File: src/rtl/lsm_pkg.sv
package lsm_pkg;

    typedef enum logic [0:0] {
        ST_IDLE = 1'b0,
        ST_XFER = 1'b1
    } seq_state_e;

    localparam int unsigned BEAT_BYTES = 4;

endpackage

File: src/rtl/lsm_pick.sv
module lsm_pick #(
    parameter int NREG = 8,
    localparam int IW = (NREG > 1) ? $clog2(NREG) : 1
) (
    input  logic [NREG-1:0] mask,
    output logic [NREG-1:0] onehot,
    output logic [IW-1:0]   idx,
    output logic            valid,
    output logic            last
);

    // lowest set bit is the next register to move
    assign onehot = mask & (~mask + NREG'(1));
    assign valid  = |mask;
    assign last   = valid && ((mask & (mask - NREG'(1))) == '0);

    always_comb begin
        idx = '0;
        for (int i = NREG - 1; i >= 0; i--) begin
            if (mask[i]) idx = IW'(i);
        end
    end

endmodule

File: src/rtl/lsm_stage.sv
module lsm_stage #(
    parameter int NREG = 8,
    parameter int DW   = 32,
    localparam int IW  = (NREG > 1) ? $clog2(NREG) : 1
) (
    input  logic               clk,
    input  logic               rst_n,
    input  logic               we,
    input  logic [IW-1:0]      idx,
    input  logic [DW-1:0]      wdata,
    output logic [NREG*DW-1:0] data_flat
);

    logic [DW-1:0] slot_q [NREG];

    for (genvar g = 0; g < NREG; g++) begin : g_slot
        always_ff @(posedge clk or negedge rst_n) begin
            if (!rst_n) begin
                slot_q[g] <= '0;
            end else if (we && (idx == IW'(g))) begin
                slot_q[g] <= wdata;
            end
        end
        assign data_flat[g*DW +: DW] = slot_q[g];
    end

endmodule

File: src/rtl/lsm_seq.sv
module lsm_seq #(
    parameter int NREG = 8,
    parameter int AW   = 32,
    parameter int DW   = 32,
    localparam int IW  = (NREG > 1) ? $clog2(NREG) : 1
) (
    input  logic               clk,
    input  logic               rst_n,
    input  logic               start,
    input  logic [AW-1:0]      base_addr,
    input  logic [NREG-1:0]    reg_list,
    input  logic               is_load,
    input  logic               wb_en,
    input  logic               irq_pend,
    output logic               bus_req,
    output logic               bus_we,
    output logic [AW-1:0]      bus_addr,
    output logic [DW-1:0]      bus_wdata,
    input  logic               bus_ready,
    input  logic [DW-1:0]      bus_rdata,
    output logic [IW-1:0]      rf_rd_idx,
    input  logic [DW-1:0]      rf_rd_data,
    output logic [NREG-1:0]    commit_mask,
    output logic [NREG*DW-1:0] commit_data,
    output logic               wb_we,
    output logic [AW-1:0]      wb_addr,
    output logic               done,
    output logic               abandoned,
    output logic               busy
);
    import lsm_pkg::*;

    localparam logic [AW-1:0] STEP = AW'(BEAT_BYTES);

    typedef struct packed {
        seq_state_e      st;
        logic [NREG-1:0] list;
        logic [NREG-1:0] rem;
        logic [AW-1:0]   base;
        logic [AW-1:0]   addr;
        logic            load;
        logic            wb;
        logic            done;
        logic            abandoned;
    } seq_t;

    seq_t seq_d, seq_q;

    logic [NREG-1:0] pick_oh;
    logic [IW-1:0]   pick_idx;
    logic            pick_valid;
    logic            pick_last;
    logic            beat_fire;

    lsm_pick #(.NREG(NREG)) u_pick (
        .mask   (seq_q.rem),
        .onehot (pick_oh),
        .idx    (pick_idx),
        .valid  (pick_valid),
        .last   (pick_last)
    );

    assign beat_fire = (seq_q.st == ST_XFER) && pick_valid && bus_ready;

    lsm_stage #(.NREG(NREG), .DW(DW)) u_stage (
        .clk       (clk),
        .rst_n     (rst_n),
        .we        (beat_fire && seq_q.load),
        .idx       (pick_idx),
        .wdata     (bus_rdata),
        .data_flat (commit_data)
    );

    always_comb begin
        seq_d           = seq_q;
        seq_d.done      = 1'b0;
        seq_d.abandoned = 1'b0;
        case (seq_q.st)
            ST_IDLE: begin
                if (start) begin
                    seq_d.list = reg_list;
                    seq_d.rem  = reg_list;
                    seq_d.base = base_addr;
                    seq_d.addr = base_addr;
                    seq_d.load = is_load;
                    seq_d.wb   = wb_en;
                    if (reg_list == '0) seq_d.done = 1'b1;
                    else                seq_d.st   = ST_XFER;
                end
            end
            ST_XFER: begin
                if (beat_fire) begin
                    seq_d.rem = seq_q.rem & ~pick_oh;
                    if (pick_last) begin
                        seq_d.st   = ST_IDLE;
                        seq_d.done = 1'b1;
                    end else if (irq_pend) begin
                        seq_d.st        = ST_IDLE;
                        seq_d.abandoned = 1'b1;
                    end else begin
                        seq_d.addr = seq_q.addr + STEP;
                    end
                end
            end
            default: seq_d.st = ST_IDLE;
        endcase
    end

    always_ff @(posedge clk or negedge rst_n) begin
        if (!rst_n) begin
            seq_q <= '{st: ST_IDLE, default: '0};
        end else begin
            seq_q <= seq_d;
        end
    end

    assign busy        = (seq_q.st == ST_XFER);
    assign bus_req     = busy;
    assign bus_we      = busy && !seq_q.load;
    assign bus_addr    = seq_q.addr;
    assign bus_wdata   = rf_rd_data;
    assign rf_rd_idx   = pick_idx;
    assign done        = seq_q.done;
    assign abandoned   = seq_q.abandoned;
    assign commit_mask = (seq_q.done && seq_q.load) ? seq_q.list : '0;
    assign wb_we       = seq_q.done && seq_q.wb;
    assign wb_addr     = seq_q.base + (AW'($countones(seq_q.list)) << 2);

endmodule

File: config.mk
export PLATFORM = sky130hd
export DESIGN_NAME = lsm_seq
export DESIGN_NICKNAME = d
export VERILOG_FILES = /design/src/rtl/lsm_pkg.sv /design/src/rtl/lsm_pick.sv /design/src/rtl/lsm_stage.sv /design/src/rtl/lsm_seq.sv
export SDC_FILE = /design/constraint.sdc
export NUM_CORES = 1
export LEC_CHECK = 0
export BUFFER_PORTS_ARGS = -buffer_cell sky130_fd_sc_hd__buf_2
export CORE_MARGIN = 10
export CORE_UTILIZATION = 40
export CTS_CLUSTER_SIZE = 12
export DETAILED_ROUTE_END_ITERATION = 7
export GPL_ROUTABILITY_DRIVEN = 0
export PLACE_DENSITY = 0.65
export SLEW_MARGIN = 20
export SYNTH_ARGS = -nofsm -noshare
export SYNTH_HDL_FRONTEND = slang
export SYNTH_SLANG_ARGS = --single-unit
File: constraint.sdc
create_clock -name clk -period 6.95 [get_ports clk]
set_clock_uncertainty 0.05 [all_clocks]
set_input_delay 0.695 -clock clk [delete_from_list [all_inputs] [get_ports clk]]
set_output_delay 0.695 -clock clk [all_outputs]
set_load 0.005 [all_outputs]
-- Word level (Yosys, flattened, before mapping)
Index checks and enable logic that the tools add are counted.
- divide/modulo/power cells: 0
- equal/unequal tests: 11
- shift-type cells: 0
- bitwise operators: 6
- multipliers: 0
- reductions and logical operators: 23
- mux-type cells: 28
- add/subtract/negate cells: 11
- order comparisons: 0
- operator list (kind ; count):
    32-bit two-way mux ; 3
    84-bit two-way mux ; 1
    32-bit one-hot mux with 2 select lines ; 1
    32-bit by 3-bit adder with 32-bit output (second input constant) ; 1
    32-bit by 6-bit adder with 32-bit output ; 1
    8-bit bitwise AND ; 3
    3-bit two-way mux ; 8
    8-bit logical NOT ; 2
    8-bit two-way mux ; 2
    8-bit NOT ; 2
    8-bit one-hot mux with 2 select lines ; 1
    1-bit logical AND ; 15
    3-bit == test (second input constant) ; 4
    1-bit two-way mux ; 9
    1-bit by 1-bit adder with 2-bit output ; 4
    8-bit by 1-bit adder with 8-bit output (second input constant) ; 1
    8-bit OR reduction ; 1
    8-bit by 1-bit subtractor with 8-bit output (second input constant) ; 1
    2-bit by 2-bit adder with 3-bit output ; 2
    3-bit by 2-bit == test with 1-bit output (second input constant) ; 2
    2-bit inequality test (second input constant) ; 3
    3-bit by 3-bit adder with 4-bit output ; 1
    1-bit one-hot mux with 2 select lines ; 2
    2-bit AND reduction ; 2
    7 further kinds ; 7
- output and inout port bits: 369
- latch bits: 0
- bits in read-only memories: 0
- memory bits (writable): 0
- register bits after elaboration: 341
- memories: 0

-- Longest topological paths before layout
- depth in word-level cells: 10
- gate-level depth with buffers: 15
- mapped depth without buffers: 15

-- By module
From an unflattened synthesis, not the netlist that was laid out.
- cells, all modules: 1219
- area, all modules: 15212.1 um^2
- by module, submodules not included (module ; seq. area each (um^2) ; instances ; area each (um^2) ; cells an instance):
    lsm_stage ; 6406.1 ; 1 ; 9611.7 ; 551
    lsm_seq ; 2127.0 ; 1 ; 5385.2 ; 632
    lsm_pick ; 0.0 ; 1 ; 215.2 ; 36

-- Least setup slack after synthesis
Ideal clock, no wire load.
- kind: register -> output
- from: register seq_q[76] (netlist bit)
- to: output wb_addr[22]
- stages on the path, launching flop included: 16
- path slack: 2.074 ns
- data arrival time: 4.131 ns
- cell sequence: dfrtp_1 > inv_1 > fa_1 > fa_1 > fa_1 > inv_1 > ha_1 > fa_1 > inv_1 > fa_1 > nor2b_1 > o21ai_0 > a21boi_1 > and2_1 > nand4_1 > xnor2_1
- word-level cells in the longest chain between the ends: 4
- RTL lines (what ; line ; source):
    start, declared ; lsm_seq.sv:47 ; seq_t seq_d, seq_q;
    start signal, assigned ; lsm_seq.sv:113 ; seq_q <= seq_d;
    1-bit by 1-bit adder with 2-bit output (implied by the code) ; lsm_seq.sv:127 ; assign wb_addr = seq_q.base + (AW'($countones(seq_q.list)) << 2);
    2-bit by 2-bit adder with 3-bit output (implied by the code) ; lsm_seq.sv:127 ;
    3-bit by 3-bit adder with 4-bit output (implied by the code) ; lsm_seq.sv:127 ;
    32-bit by 6-bit adder with 32-bit output ; lsm_seq.sv:127 ;
    end, declared ; lsm_seq.sv:26 ; output logic [AW-1:0] wb_addr,
Every way passes these cells.

-- Final worst setup path
- from: register seq_q[76] (netlist bit)
- to: output wb_addr[18]
Same word-level chain as after synthesis.

==> out/metrics.sh <==
VIAS=11180
DOMINANTREGCELLSYNTH='dfrtp_1'
GRT_SETUP_UNREPAIRED='no'
P_SW_FRAC=0.3741
DIE_Y_UM=215.1
WORSTSETUPPATHTYPE='reg -> out'
ROUTE.FINAL.WIRE_LENGTH_UM=49390
CAP_VIOLATIONS=0
CRITICAL_PATH_ARRIVAL_NS=5.53
PLACEMENTROWS=71
POST_ROUTE_ANT_NETS=0
STARTPOINT_CLASS_OF_THE_CRITICAL_PATH='register'
SYNTHTOLAYOUTAREAGROWTH_PCT=21.96
SLEW_HEADROOM=0.3233
IOS=480
DIEWIDTH_UM=215.1
FINALSETUPVIOLATIONS=0
ORDERED_CELL_LIST_FOR_THE_CRITICAL_PATH='inv_1 -> fa_1 -> fa_1 -> fa_1 -> inv_1 -> ha_1 -> fa_1 -> inv_1 -> fa_1 -> nor2b_1 -> o21ai_0 -> a21boi_1 -> and2_1 -> nand3_1 -> xnor2_1 -> buf_2'
MIN-DELAY-PATH-CLASS='in -> async'
CORE_AREA_MM2=0.03758
PERIOD_SHARE=0.9023
DESIGN.FINAL.NETS=1699
SYNTH_ENABLE_FLOP_CELLS=0
CTS.PATH.MAX_BUFFERS=3
POWER-PER-CELL-AREA_mW_PER_MM2=493.5
DRTPASS1ITERATIONS=5
CRITICAL_PATH_PEAK_FANOUT=9
WORST-R2R-SETUP-SLACK_NS=3.64
CTS_TREE='built'
TOTALPOWERFINAL_mW=9.167
YOSYSTOPAREACELLSHARE=0.5603
NETLIST_INSTANCES=1227
POST_CTS.REPAIR.SETUP_BUFFERS=0
GRT_PASS1_VIAS=12010
DRT-WIRELENGTH-PER-CELL_UM=23.40
FIRST_PASS_GRT_WIRE_LENGTH_UM=75250
FINALWORSTPATHREQUIREDPERIOD_NS=6.271
MAX_FREQ_MHz=159.5
CTS.REPORTEDPATHS.CLKPINSLEW_NS=0.06
AVGVIACOUNTPERCELL=5.297
POWER.STATIC_LEAKAGE_nW=9.580
YS_TYPES=72
P_SW_mW=3.430
TNS_NS=0
YOSYSWARNINGS=0
SYNTHDOMINANTAREACELLTYPE='dfrtp_1'
DP_HPWL_UM=35950
FINALHOLDVIOLCOUNT=0
SHARE_OF_SYNTHESIZED_AREA_OCCUPIED_BY_FLIP_FLOPS_AND_LATCHES=0.5603
POSTCTSRESIZEDCELLS=0
NETLIST_TOP_CELLS_AREA='dfrtp_1 (56%), mux2_2 (19%), buf_4 (3.5%)'
DETAILEDROUTE.FIRSTITERATIONVIOLATIONS=707
P_CLK_FRAC=0.211
STAGE_DELAY_OF_THE_SLOWEST_CELL_ON_THE_CRITICAL_PATH_NS=0.79
RUN_STATUS='finished, final reports clean'
OVERFLOW=0
TRITONCTS.NUM_BUFFERS=38
CTS.SINKS=341
FINAL_MAX_SLEW_VIOL_COUNT=0
SEQ_POWER_SHARE=0.378
CTS.HOLD.BUFFERS_ADDED=0
CTS.HTREE.LEVELS=2
SYN-CELL-AREA_MM2=0.01523
IR_WORST_VDD_V=0.0002618
FLOORPLAN.DIE_AREA_MM2=0.04628
YS_ASYNC_SR_FRACTION=1.000
GRT_START_MAX_NET_PINS=151
INITIAL_CORE_UTILIZATION=0.4053
WORST_SKEW_PAIR.LATE_LATENCY_NS=0.55
CTS_ROOT_BUF='clkbuf_16'
POWER.COMBINATIONAL.FRACTION=0.411
LAYOUT-DRIVE-GT1-SHARE=0.4775
SYN_NETS=1351
CRITPATHMOSTFREQUENTCELL='fa_1'
CP_SLOWEST_CELL='a21boi_1'
ANTENNA_FOUND_INITIAL=3
DRT_DRC_VIOLATIONS_LEFT=0
WORSTMARGINPINSLEW_NS=1.011
TRACK_USAGE=0.2081
WORST_SETUP_PATH_END_KIND='primary output'
P_INT_mW=5.738
WORSTPATHREQUIRED_NS=6.20
POST_SYNTH.CELL_AREA_AVG_UM2=12.41
YOSYS_REGISTER_BITS=341
COUNT_OF_INPUT_AND_OUTPUT_BUFFERS=415
==> layer usage <==
layer	vias up	track usage	part of all wire
li1	4948	-	-
met1	5711	0.2430	0.39
met2	447	0.3416	0.48
met3	73	0.08357	0.098
met4	2	0.07088	0.027
met5	-	0	0.00014
==> worst max-delay path: cells and delay by family, from the launching register on <==
family / cells / cell delay (ns)
fa+ha+maj: 6 / 2.65
xor+xnor: 1 / 0.16
flops: 1 / 0.34
compound gates: 2 / 0.92
simple gates: 3 / 0.60
buf+inv: 4 / 0.32
==> cells in the final DEF, fill, tap and decap left out, types with 4 or more instances in the layout <==
| cell | n |
|---|---|
| xor2_1 | 14 |
| nor2b_1 | 5 |
| o211ai_1 | 13 |
| nor4_1 | 4 |
| mux2_2 | 255 |
| xnor2_1 | 16 |
| o21ai_0 | 28 |
| a32oi_1 | 4 |
| nor3_1 | 11 |
| nand4_1 | 10 |
| buf_2 | 414 |
| nor2_1 | 32 |
| buf_4 | 12 |
| inv_1 | 29 |
| a22o_1 | 7 |
| a21boi_0 | 4 |
| and2_1 | 7 |
| ha_1 | 8 |
| fa_1 | 5 |
| a221o_1 | 4 |
| clkbuf_8 | 9 |
| nand3_1 | 40 |
| and3_1 | 26 |
| nand2_1 | 137 |
| dfrtp_1 | 341 |
| a21o_1 | 6 |
| clkbuf_1 | 9 |
| and4_1 | 11 |
| a21oi_1 | 17 |
| o311ai_0 | 6 |
| clkbuf_16 | 38 |
==> cells in the mapped netlist, types with 8 or more instances <==
cell	count
dfrtp_1	341
mux2_2	255
nand2_1	138
buf_4	70
nand3_1	41
nor2_1	35
inv_1	29
o21ai_0	28
and3_1	26
buf_2	21
clkbuf_1	19
a21oi_1	17
xnor2_1	16
xor2_1	14
o211ai_1	13
and4_1	11
nor3_1	11
nand4_1	10
buf_1	8
ha_1	8
==> layout make-up <==
| type | count | area [µm²] |
|---|---|---|
| diodes | 2 | 5.005 |
| clock buffers | 56 | 1109 |
| clock inverters | 7 | 87.58 |
| fillers | 3370 | 19000 |
| inverters | 29 | 108.9 |
| multi-input cells | 736 | 5881 |
| flip-flops and latches | 341 | 8533 |
| well taps | 511 | 639.4 |
| repair buffers | 429 | 2212 |
==> through the flow <==
stage	utilization	worst slack, ns	hold WS (ns)	cell area, µm²	cells
after detailed placement	0.4624	1.261	0.4070	17370	2046
final	0.4943	0.6789	0.1048	18580	2111
after floorplan	-	2.074	0.3494	15230	1227
after global routing	0.4943	0.4044	0.1935	18580	2111
after global placement	0.4620	1.400	0.4062	17360	2045
after CTS	0.4942	0.6478	0.1635	18570	2109
==> worst paths after layout <==
kind	from	to	cells past startpoint
setup / recovery	seq_q[76]$_DFFE_PN0P_	wb_addr[18]	16
hold reg to reg	bus_addr[0]$_DFFE_PN0P_	bus_addr[0]$_DFFE_PN0P_	2
setup reg to reg	seq_q[68]$_DFFE_PN0P_	u_stage.data_flat[239]$_DFFE_PN0P_	6
hold / removal	rst_n	seq_q[51]$_DFFE_PN0P_	1
min in group clk	wb_en	seq_q[2]$_DFFE_PN0P_	3
max in group asynchronous	rst_n	u_stage.data_flat[12]$_DFFE_PN0P_	2
==> power by group through the flow <==
stage                     registers (mW)  clock network (mW)  logic (mW)
after floorplan                     3.39                   0        2.13
final                               3.47                1.94        3.76
after global routing                3.59                2.07        4.13
after detailed placement            3.48                   0        3.80
after CTS                           3.46                1.99        3.83
after global placement              3.43                   0        3.74
==> registers in the layout, indices dropped and copies added (netlist names) <==
signal,cells
bus_req,1
done,1
bus_addr,32
abandoned,1
seq_q,50
u_stage.data_flat,256
==> cell families (layout without fill, tap and decap cells) <==
family / count (synthesis) / count (layout) / share of synthesized area
adders and majority gates: 13 / 13 / 0.01314
buffers and inverters: 150 / 521 / 0.05718
AOI/OAI and AO/OA: 124 / 124 / 0.05972
other: 0 / 2 / 0
and+or+nand+nor: 308 / 308 / 0.09973
DFF: 341 / 341 / 0.5603
xor gates and xnor gates: 30 / 30 / 0.01725
muxes: 261 / 261 / 0.1927
(Power assumes the default switching activity.)
